File: src/rtl/gdma_pkg.sv
package gdma_pkg;
  localparam int unsigned ADDR_W = 10;
  localparam int unsigned DATA_W = 8;
  localparam int unsigned CNT_W  = 32;
  localparam int unsigned NRSN   = 4;

  localparam logic [ADDR_W-1:0] A_CMD  = 10'h230;
  localparam logic [ADDR_W-1:0] A_CNT  = 10'h234;
  localparam logic [ADDR_W-1:0] A_CFG  = 10'h238;
  localparam logic [ADDR_W-1:0] A_RSN  = 10'h23C;
  localparam logic [ADDR_W-1:0] A_MSK  = 10'h23D;

  localparam logic [DATA_W-1:0] OP_RD   = 8'h00;
  localparam logic [DATA_W-1:0] OP_WR   = 8'h01;
  localparam logic [DATA_W-1:0] OP_RST  = 8'h0E;
  localparam logic [DATA_W-1:0] OP_STOP = 8'h0F;

  typedef enum int unsigned {
    RSN_DONE = 0,
    RSN_EOT  = 1,
    RSN_STOP = 2,
    RSN_RST  = 3
  } rsn_e;
endpackage

File: src/rtl/gdma_strobe_steer.sv
module gdma_strobe_steer (
  input  logic clk_i,
  input  logic rst_ni,
  input  logic cs_ni,
  input  logic rd_ni,
  input  logic wr_ni,
  input  logic xfer_active_i,
  input  logic xfer_dir_i,
  output logic pio_wr_o,
  output logic dma_beat_o
);
  logic cs_q, rd_q, wr_q;

  always_ff @(posedge clk_i or negedge rst_ni) begin
    if (!rst_ni) begin
      cs_q <= 1'b1;
      rd_q <= 1'b1;
      wr_q <= 1'b1;
    end else begin
      cs_q <= cs_ni;
      rd_q <= rd_ni;
      wr_q <= wr_ni;
    end
  end

  logic rd_rise, wr_rise;
  assign rd_rise = !rd_q && rd_ni;
  assign wr_rise = !wr_q && wr_ni;

  // chip select low at strobe time steers to registers
  assign pio_wr_o   = !cs_q && wr_rise;
  assign dma_beat_o = xfer_active_i && cs_q && (xfer_dir_i ? wr_rise : rd_rise);
endmodule

File: src/rtl/gdma_xfer_cnt.sv
module gdma_xfer_cnt #(
  parameter int unsigned CNT_W  = 32,
  parameter int unsigned BYTE_W = 8
) (
  input  logic                     clk_i,
  input  logic                     rst_ni,
  input  logic                     byte_we_i,
  input  logic [$clog2(CNT_W/BYTE_W)-1:0] byte_sel_i,
  input  logic [BYTE_W-1:0]        wdata_i,
  input  logic                     load_allow_i,
  input  logic                     dec_i,
  output logic [CNT_W-1:0]         cnt_o,
  output logic                     zero_o,
  output logic                     last_o
);
  localparam int unsigned NB    = CNT_W / BYTE_W;
  localparam int unsigned SEL_W = $clog2(NB);
  localparam logic [SEL_W-1:0] TOP = SEL_W'(NB - 1);

  logic [CNT_W-BYTE_W-1:0] stage_q;
  logic [CNT_W-1:0]        cnt_q;

  for (genvar g = 0; g < NB - 1; g++) begin : g_stage
    always_ff @(posedge clk_i or negedge rst_ni) begin
      if (!rst_ni) stage_q[g*BYTE_W +: BYTE_W] <= '0;
      else if (byte_we_i && byte_sel_i == SEL_W'(g))
        stage_q[g*BYTE_W +: BYTE_W] <= wdata_i;
    end
  end

  always_ff @(posedge clk_i or negedge rst_ni) begin
    if (!rst_ni) cnt_q <= '0;
    else if (byte_we_i && byte_sel_i == TOP && load_allow_i)
      cnt_q <= {wdata_i, stage_q};
    else if (dec_i && cnt_q != '0)
      cnt_q <= cnt_q - 1'b1;
  end

  assign cnt_o  = cnt_q;
  assign zero_o = (cnt_q == '0);
  assign last_o = (cnt_q == CNT_W'(1));

  AST_STAGE_HOLD: assert property (@(posedge clk_i) disable iff (!rst_ni)
    byte_we_i && byte_sel_i != TOP && !dec_i |=> $stable(cnt_o));
  AST_NO_WRAP: assert property (@(posedge clk_i) disable iff (!rst_ni)
    zero_o && !byte_we_i |=> zero_o);
endmodule

File: src/rtl/gdma_irq.sv
module gdma_irq #(
  parameter int unsigned NRSN   = 4,
  parameter int unsigned DATA_W = 8
) (
  input  logic              clk_i,
  input  logic              rst_ni,
  input  logic [NRSN-1:0]   set_i,
  input  logic              clr_we_i,
  input  logic              mask_we_i,
  input  logic [DATA_W-1:0] wdata_i,
  output logic [NRSN-1:0]   reason_o,
  output logic [NRSN-1:0]   mask_o,
  output logic              int_o
);
  logic [NRSN-1:0] reason_q, mask_q, clr;

  assign clr = clr_we_i ? wdata_i[NRSN-1:0] : '0;

  always_ff @(posedge clk_i or negedge rst_ni) begin
    if (!rst_ni) begin
      reason_q <= '0;
      mask_q   <= '0;
    end else begin
      reason_q <= (reason_q & ~clr) | set_i;  // new events win over clear
      if (mask_we_i) mask_q <= wdata_i[NRSN-1:0];
    end
  end

  assign reason_o = reason_q;
  assign mask_o   = mask_q;
  assign int_o    = |(reason_q & mask_q);

  AST_W1C: assert property (@(posedge clk_i) disable iff (!rst_ni)
    clr_we_i && set_i == '0 |=> (reason_o & $past(wdata_i[NRSN-1:0])) == '0);
  AST_STICKY: assert property (@(posedge clk_i) disable iff (!rst_ni)
    !clr_we_i |=> (($past(reason_o) & ~reason_o) == '0));
endmodule

File: src/rtl/gdma_slave_ctrl.sv
module gdma_slave_ctrl
  import gdma_pkg::*;
(
  input  logic              clk_i,
  input  logic              rst_ni,
  input  logic              cs_ni,
  input  logic              rd_ni,
  input  logic              wr_ni,
  input  logic [ADDR_W-1:0] addr_i,
  input  logic [DATA_W-1:0] wdata_i,
  output logic [DATA_W-1:0] rdata_o,
  input  logic              eot_i,
  output logic              dma_busy_o,
  output logic              dma_dir_o,
  output logic              dma_strobe_o,
  output logic              int_o
);
  localparam int unsigned NB    = CNT_W / DATA_W;
  localparam int unsigned SEL_W = $clog2(NB);

  logic busy_q, busy_d, dir_q, dir_d, cfg_dis_q;
  logic pio_wr, dma_beat;
  logic [CNT_W-1:0] cnt;
  logic cnt_zero, cnt_last;
  logic [NRSN-1:0] rsn_set, reason, mask;

  gdma_strobe_steer i_steer (
    .clk_i, .rst_ni, .cs_ni, .rd_ni, .wr_ni,
    .xfer_active_i (busy_q),
    .xfer_dir_i    (dir_q),
    .pio_wr_o      (pio_wr),
    .dma_beat_o    (dma_beat)
  );

  logic cmd_we, cnt_we, cfg_we, rsn_we, msk_we;
  assign cmd_we = pio_wr && addr_i == A_CMD;
  assign cnt_we = pio_wr && addr_i[ADDR_W-1:SEL_W] == A_CNT[ADDR_W-1:SEL_W];
  assign cfg_we = pio_wr && addr_i == A_CFG;
  assign rsn_we = pio_wr && addr_i == A_RSN;
  assign msk_we = pio_wr && addr_i == A_MSK;

  gdma_xfer_cnt #(.CNT_W(CNT_W), .BYTE_W(DATA_W)) i_cnt (
    .clk_i, .rst_ni,
    .byte_we_i    (cnt_we),
    .byte_sel_i   (addr_i[SEL_W-1:0]),
    .wdata_i,
    .load_allow_i (!busy_q),
    .dec_i        (dma_beat && !cfg_dis_q),
    .cnt_o        (cnt),
    .zero_o       (cnt_zero),
    .last_o       (cnt_last)
  );

  gdma_irq #(.NRSN(NRSN), .DATA_W(DATA_W)) i_irq (
    .clk_i, .rst_ni,
    .set_i     (rsn_set),
    .clr_we_i  (rsn_we),
    .mask_we_i (msk_we),
    .wdata_i,
    .reason_o  (reason),
    .mask_o    (mask),
    .int_o
  );

  logic final_beat;
  assign final_beat = dma_beat && !cfg_dis_q && cnt_last;

  always_comb begin
    busy_d  = busy_q;
    dir_d   = dir_q;
    rsn_set = '0;
    if (cmd_we) begin
      unique case (wdata_i)
        OP_RD, OP_WR: if (!busy_q) begin
          if (!cfg_dis_q && cnt_zero) rsn_set[RSN_DONE] = 1'b1;
          else begin
            busy_d = 1'b1;
            dir_d  = wdata_i[0];
          end
        end
        OP_STOP: if (busy_q) begin
          busy_d = 1'b0;
          rsn_set[RSN_STOP] = 1'b1;
        end
        OP_RST: if (busy_q) begin
          busy_d = 1'b0;
          rsn_set[RSN_RST] = 1'b1;
        end
        default: ;
      endcase
    end else if (busy_q) begin
      if (final_beat) begin
        busy_d = 1'b0;
        rsn_set[RSN_DONE] = 1'b1;
      end else if (eot_i) begin
        busy_d = 1'b0;
        rsn_set[RSN_EOT] = 1'b1;
      end
    end
  end

  always_ff @(posedge clk_i or negedge rst_ni) begin
    if (!rst_ni) begin
      busy_q    <= 1'b0;
      dir_q     <= 1'b0;
      cfg_dis_q <= 1'b0;
    end else begin
      busy_q <= busy_d;
      dir_q  <= dir_d;
      if (cfg_we && !busy_q) cfg_dis_q <= wdata_i[0];
    end
  end

  always_comb begin
    rdata_o = '0;
    if (addr_i[ADDR_W-1:SEL_W] == A_CNT[ADDR_W-1:SEL_W])
      rdata_o = cnt[addr_i[SEL_W-1:0]*DATA_W +: DATA_W];
    else if (addr_i == A_CFG) rdata_o = DATA_W'(cfg_dis_q);
    else if (addr_i == A_RSN) rdata_o = DATA_W'(reason);
    else if (addr_i == A_MSK) rdata_o = DATA_W'(mask);
  end

  assign dma_busy_o   = busy_q;
  assign dma_dir_o    = dir_q;
  assign dma_strobe_o = dma_beat;

  AST_CNT_LIVE: assert property (@(posedge clk_i) disable iff (!rst_ni)
    busy_q && !cfg_dis_q |-> !cnt_zero);
  AST_ZERO_START: assert property (@(posedge clk_i) disable iff (!rst_ni)
    cmd_we && (wdata_i == OP_RD || wdata_i == OP_WR) && !busy_q && !cfg_dis_q && cnt_zero
    |=> !busy_q && reason[RSN_DONE]);
  AST_EOT_END: assert property (@(posedge clk_i) disable iff (!rst_ni)
    busy_q && eot_i && !cmd_we && !final_beat |=> !busy_q && reason[RSN_EOT]);
  AST_STOP_ABORT: assert property (@(posedge clk_i) disable iff (!rst_ni)
    busy_q && cmd_we && wdata_i == OP_STOP |=> !busy_q && reason[RSN_STOP]);
  AST_RST_ABORT: assert property (@(posedge clk_i) disable iff (!rst_ni)
    busy_q && cmd_we && wdata_i == OP_RST |=> !busy_q && reason[RSN_RST]);
  AST_DIR_HOLD: assert property (@(posedge clk_i) disable iff (!rst_ni)
    busy_q && $past(busy_q) |-> $stable(dir_q));
endmodule

File: config.mk
export PLATFORM = sky130hd
export DESIGN_NAME = gdma_slave_ctrl
export DESIGN_NICKNAME = d
export VERILOG_FILES = /design/src/rtl/gdma_pkg.sv /design/src/rtl/gdma_strobe_steer.sv /design/src/rtl/gdma_xfer_cnt.sv /design/src/rtl/gdma_irq.sv /design/src/rtl/gdma_slave_ctrl.sv
export SDC_FILE = /design/constraint.sdc
export NUM_CORES = 1
export LEC_CHECK = 0
export ABC_AREA = 1
export BUFFER_PORTS_ARGS = -buffer_cell sky130_fd_sc_hd__buf_2
export CORE_MARGIN = 2
export CORE_UTILIZATION = 65
export DETAILED_ROUTE_END_ITERATION = 16
export HOLD_SLACK_MARGIN = 0.03
export PLACE_DENSITY_LB_ADDON = 0.12
export SETUP_SLACK_MARGIN = 0.2
export SLEW_MARGIN = 10
export SYNTH_ARGS = -nofsm -noshare
export SYNTH_HDL_FRONTEND = slang
export SYNTH_SLANG_ARGS = --single-unit
File: constraint.sdc
create_clock -name clk_i -period 4.9 [get_ports clk_i]
set_input_delay 0.98 -clock clk_i [delete_from_list [all_inputs] [get_ports clk_i]]
set_output_delay 0.98 -clock clk_i [all_outputs]
set_load 0.02 [all_outputs]
==> results.tsv, run 1 <==
stage	metric	value	unit
synthesis	Post-synth top flop	dfrtp_1	
global_route	antenna violations before repair	1	
clocking	H-tree levels	3	
die	core area	7140	sq um
die	Die H	89.2	um
sta	worst rel slew slack	21.1	%
route	Vias	5037	
global_route	first-pass GRT wire length	22400	um
route	post-route antenna net violation count	0	
critical_path	Crit. End Element	primary output	
synthesis	Syn Inst Count	713	
die	DIE WIDTH	89.2	um
finish	layout cells sized above 1	11.3	%
synthesis	Syn Nets	739	
synthesis	sequential share of the synthesized area	37.2	%
synthesis	yosys warns	0	
critical_path	crit path launch	addr_i[0]	
clocking	Resized cells post-CTS	0	
sta	Post-Route Skew	9.90	ps
global_route	vias in the first global route	4384	
sta	# setup viols final	0	
clocking	Worst-path clk slew	80	ps
route	routed vias/inst	5.92	
finish	final core occ	72.0	%
die	# IOs	36	
synthesis	Yosys cell types	35	
clocking	clk buf depth	2	
critical_path	CP peak stage delay	730	ps
synthesis	Yosys reg bits	70	
finish	Area growth, synth to finish	8.94	%
critical_path	cell breakdown of the critical path	buf_2, inv_1, nor2_1, nand3_1, o21ai_0, nand2_1, nand2_1, buf_2	
synthesis	EDFF count, synth	0	
global_route	largest net degree at the start of global routing	48	
route	initial DRC count	540	
sta	Fmax	283	MHz
global_route	grt total ovfl	0	
clocking	Post-CTS Hold Fix Bufs	0	
run_status	outcome	finished, final reports clean	
finish	Ant. Diodes	0	
die	die area	7950	sq um
clocking	# Post-CTS Setup Buffers	0	
placement	PortBufs	35	
sta	Tmin final	3530	ps
finish	fill cell count	644	
route	number of detailed-route iterations in the first pass	6	
clocking	root buffer cell	clkbuf_8	
sta	Pins Over Slew Limit	0	
synthesis	Mapped Avg Cell Area	6.61	sq um
synthesis	Syn Std Cell Area	4710	sq um
synthesis	Async SR Flop Fraction	100	%
critical_path	Crit-path slowest cell	nor2_1	
clocking	CTS tree	done	
min_path	hold wc startpoint	i_irq.mask_o[3]$_DFFE_PN0P_	
route	routed wire length	14400	um
clocking	clock sink count	70	
critical_path	CP Launch Type	input pin	
flow_run	Max Cap Viol	0	
clocking	Clock Latency Late Sink	360	ps
sta	Fin. Hold Viols	0	
sta	unrepaired setup endpoints after global routing	false	
min_path	Hold WC Path Type	register to register	
placement	Final HPWL DP	10800	um
critical_path	r2r startpoint	i_steer.wr_q$_DFF_PN1_	
die	# rows	31	
critical_path	CP Class	input pin to primary output	
sta	Final Cycle Share	72.0	%
critical_path	Req. time, crit path	3920	ps
sta	Worst Tran Pin Value	1180	ps
pwr	LEAKAGE	2.73	nW
global_route	Total Routing Usage GR	37.9	%
die	Initial Utilization	66.1	%
pwr	maximum vdd drop	0.000223	V
route	DR DRC count	0	
placement	GP Congestion	0.987	
critical_path	Critical Path AT	2550	ps
critical_path	highest net fanout along the worst path	12	
pwr	overall power	1.15	mW
route	Avg WL per Cell	16.9	um
sta	Fin Setup TNS	0	ps
clocking	CTS buffer count	9	
pwr	P per Cell Area	225	nW/um^2
finish	NumNets Final	773	
[layout by cell type, fill, tap and decap left out, drive strengths merged, types with 7 or more instances in the layout]
cell type,count
buf,39
nand2,297
nand3b,7
nor2,100
nand3,70
clkbuf,9
nand4,15
o21ai,46
inv,63
dfrtp,67
[per-layer routing]
metal / global-route usage (%) / up-vias / share of wire [%]
li1: - / 2362 / -
met1: 54.0 / 2337 / 43
met2: 57.8 / 295 / 44
met3: 7.94 / 43 / 10
met4: 13.0 / 0 / 2.6
met5: 0 / - / 0
[cell usage after synthesis, drive strengths merged, types with 3 or more instances]
| cell | instances | share of area (%) |
|---|---|---|
| a41oi | 4 | 0.74 |
| buf | 10 | 1.5 |
| clkbuf | 6 | 0.48 |
| dfrtp | 67 | 36 |
| dfstp | 3 | 1.7 |
| inv | 59 | 4.7 |
| nand2 | 297 | 24 |
| nand3 | 70 | 7.4 |
| nand3b | 7 | 1.1 |
| nand4 | 15 | 2.0 |
| nor2 | 100 | 10 |
| nor3 | 4 | 0.42 |
| o2111ai | 4 | 0.74 |
| o21ai | 46 | 5.1 |
| xor2 | 6 | 1.1 |
[path summary, 6_finish.rpt]
path / endpoint / slack [ps] / depth (start not counted)
worst min-delay path: i_irq.mask_o[3]$_DFFE_PN0P_ / 490 / 2
worst max register to register: i_cnt.cnt_o[4]$_DFFE_PN0P_ / 2480 / 9
min in group asynchronous: cfg_dis_q$_DFFE_PN0P_ / 800 / 1
max in group asynchronous: i_steer.cs_q$_DFF_PN1_ / 3130 / 2
worst min register to register: i_irq.mask_o[3]$_DFFE_PN0P_ / 490 / 2
worst max-delay path: rdata_o[0] / 1370 / 8
[critical path: cells and delay by family]
family                 cells  cell delay [ps]
AOI/OAI and AO/OA          1              220
buffers and inverters      3              310
and+or+nand+nor            4             1040
[sequential cells by signal, indices dropped and copies added (netlist names), 4 cells and up]
register and cells:
i_cnt.cnt_o 32, i_irq.mask_o 4, i_cnt.stage_q 24, i_irq.reason_o 4
[kinds of logic after synthesis]
group,after synthesis,synth area share [%]
simple gates,496,46.2
xor+xnor,6,1.11
flops,70,37.2
compound gates,64,8.23
buf+inv,75,6.69
fa+ha+maj,2,0.531
[where the power goes]
part,switching (mW),internal (mW)
clock,0.256,0.194
sequential,0.00357,0.582
combinational,0.0821,0.0368
total,0.342,0.812
[layout make-up]
type	instances	area, sq um	area share (%)
multi-input cells	568	2640	51.5
flip-flops and latches	70	1760	34.2
inverters	59	221	4.31
repair buffers	39	205	4.00
clock buffers	9	124	2.41
well taps	99	124	2.41
clock inverters	7	62.6	1.22
[stage by stage]
stage / cell area (sq um) / std cells / setup slack (ps) / hold slack (ps)
detailed placement: 4950 / 835 / 1430 / 475
global route: 5140 / 851 / 1230 / 514
CTS: 5140 / 851 / 1400 / 494
finish: 5140 / 851 / 1370 / 494
global placement: 4950 / 835 / 1430 / 468
floorplan: 4710 / 713 / 1980 / 445
Power figures use the tool's default switching activity.
==> run 2, diff against run 1 <==
--- a/config.mk
+++ b/config.mk
@@ -8,7 +8,7 @@
 export ABC_AREA = 1
 export BUFFER_PORTS_ARGS = -buffer_cell sky130_fd_sc_hd__buf_2
 export CORE_MARGIN = 2
-export CORE_UTILIZATION = 65
+export CORE_UTILIZATION = 61
 export DETAILED_ROUTE_END_ITERATION = 16
 export HOLD_SLACK_MARGIN = 0.03
 export PLACE_DENSITY_LB_ADDON = 0.12
==> constraint.sdc (replaced) <==
create_clock -name clk_i -period 3.3 [get_ports clk_i]
set_input_delay 0.66 -clock clk_i [delete_from_list [all_inputs] [get_ports clk_i]]
set_output_delay 0.66 -clock clk_i [all_outputs]
set_load 0.02 [all_outputs]
==> results.tsv, run 2 (synthesis gave the netlist of run 1 again) <==
stage	metric	value	unit
flow_run	Max Cap Viol	0	
clocking	# Post-CTS Setup Buffers	0	
pwr	LEAKAGE	2.75	nW
clocking	H-tree levels	3	
sta	Fmax	373	MHz
global_route	Total Routing Usage GR	37.7	%
clocking	CTS tree	done	
finish	NumNets Final	777	
sta	Post-Route Skew	14.7	ps
die	# rows	32	
global_route	antenna violations before repair	0	
sta	final worst slack	619	ps
route	Avg WL per Cell	17.3	um
pwr	maximum vdd drop	0.000279	V
clocking	clk buf depth	2	
placement	PortBufs	35	
critical_path	highest net fanout along the worst path	9	
die	Initial Utilization	62.0	%
min_path	Hold WC Path Type	input pin to asynchronous set/reset pin	
critical_path	family with the most delay on the worst path	simple AND/OR/NAND/NOR gates	
finish	fill cell count	715	
finish	layout cells sized above 1	11.8	%
sta	Final Cycle Share	81.2	%
sta	Tmin final	2680	ps
global_route	first-pass GRT wire length	24600	um
route	post-route antenna net violation count	0	
route	routed vias/inst	5.85	
sta	Fin. Hold Viols	0	
sta	Fin Setup TNS	0	ps
global_route	grt total ovfl	0	
route	Vias	5019	
clocking	clock sink count	70	
pwr	P per Cell Area	335	nW/um^2
route	DR DRC count	0	
critical_path	cell breakdown of the critical path	buf_2, inv_1, nor2_1, nand2_1, a41oi_1, buf_2	
run_status	outcome	finished, final reports clean	
finish	Area growth, synth to finish	9.90	%
critical_path	CP Class	input pin to primary output	
global_route	vias in the first global route	4944	
critical_path	Crit-path slowest cell	nor2_1	
finish	most frequent cells in the layout	290 x nand2_1, 83 x nor2_1, 70 x nand3_1	
route	routed wire length	14800	um
sta	worst rel slew slack	49.4	%
sta	Worst Tran Pin Value	757	ps
clocking	Post-CTS Hold Fix Bufs	0	
clocking	Resized cells post-CTS	0	
placement	GP Congestion	0.970	
die	Die H	91.9	um
route	number of detailed-route iterations in the first pass	6	
critical_path	CP Buf/Inv Count	3	
clocking	root buffer cell	clkbuf_8	
sta	Pins Over Slew Limit	0	
finish	max FFs per register	32	
die	# IOs	36	
sta	unrepaired setup endpoints after global routing	false	
clocking	Worst-path clk slew	100	ps
critical_path	Worst path most repeated cell	buf_2	
critical_path	Crit. End Element	primary output	
critical_path	CP peak stage delay	570	ps
placement	pre-CTS setup slack	687	ps
critical_path	Req. time, crit path	2640	ps
die	die area	8450	sq um
critical_path	Critical Path AT	2020	ps
finish	commonest non-fill, non-tap cell in the layout	nand2_1	
clocking	Clock Latency Late Sink	370	ps
global_route	largest net degree at the start of global routing	57	
clocking	CTS buffer count	9	
critical_path	CP Launch Type	input pin	
sta	# setup viols final	0	
route	initial DRC count	490	
placement	Final HPWL DP	11200	um
die	DIE WIDTH	91.9	um
die	core area	7610	sq um
finish	Ant. Diodes	0	
[run 2: where the power goes]
part	internal, mW	leakage, nW	switching (mW)
sequential	0.864	0.962	0.00542
combinational	0.0571	1.70	0.123
clock	0.289	0.0892	0.400
total	1.21	2.75	0.529
[run 2: worst paths after layout]
path | startpoint | end | slack, ps | cells past startpoint
max | addr_i[1] | rdata_o[4] | 620 | 6
min | rst_ni | i_cnt.cnt_o[22]$_DFFE_PN0P_ | 210 | 1
max reg2reg | i_steer.wr_q$_DFF_PN1_ | i_cnt.cnt_o[9]$_DFFE_PN0P_ | 1170 | 11
min reg2reg | i_cnt.stage_q[2]$_DFFE_PN0P_ | i_cnt.stage_q[2]$_DFFE_PN0P_ | 490 | 2
max in group asynchronous | rst_ni | i_steer.cs_q$_DFF_PN1_ | 2420 | 2
min in group clk_i | cs_ni | i_steer.cs_q$_DFF_PN1_ | 400 | 1
[run 2: layout make-up]
type	count	area, sq um	area share (%)
multi-input cells	568	2640	51.0
flip-flops and latches	70	1760	33.9
repair buffers	43	248	4.78
inverters	59	221	4.27
well taps	102	128	2.46
clock buffers	9	124	2.39
clock inverters	7	61.3	1.18
[run 2: metal layers]
layer	part of all wire, %	global-route usage, %	routed length, um
met1	42	49.9	6170
met2	45	58.4	6620
met3	9.9	10.0	1470
met4	3.8	17.0	559
met5	0	0	0
[run 2: stage by stage]
| step | utilization (%) | std cells | area (sq um) | power [mW] | hold WS (ps) |
|---|---|---|---|---|---|
| finish | 68.1 | 858 | 5180 | 1.74 | 209 |
| global route | 68.1 | 858 | 5180 | 1.80 | 234 |
| CTS | 68.1 | 858 | 5180 | 1.74 | 219 |
| detailed placement | 65.7 | 842 | 5000 | 1.06 | 474 |
| global placement | 65.7 | 842 | 5000 | 1.06 | 469 |
| floorplan | - | 713 | 4710 | 0.991 | 364 |
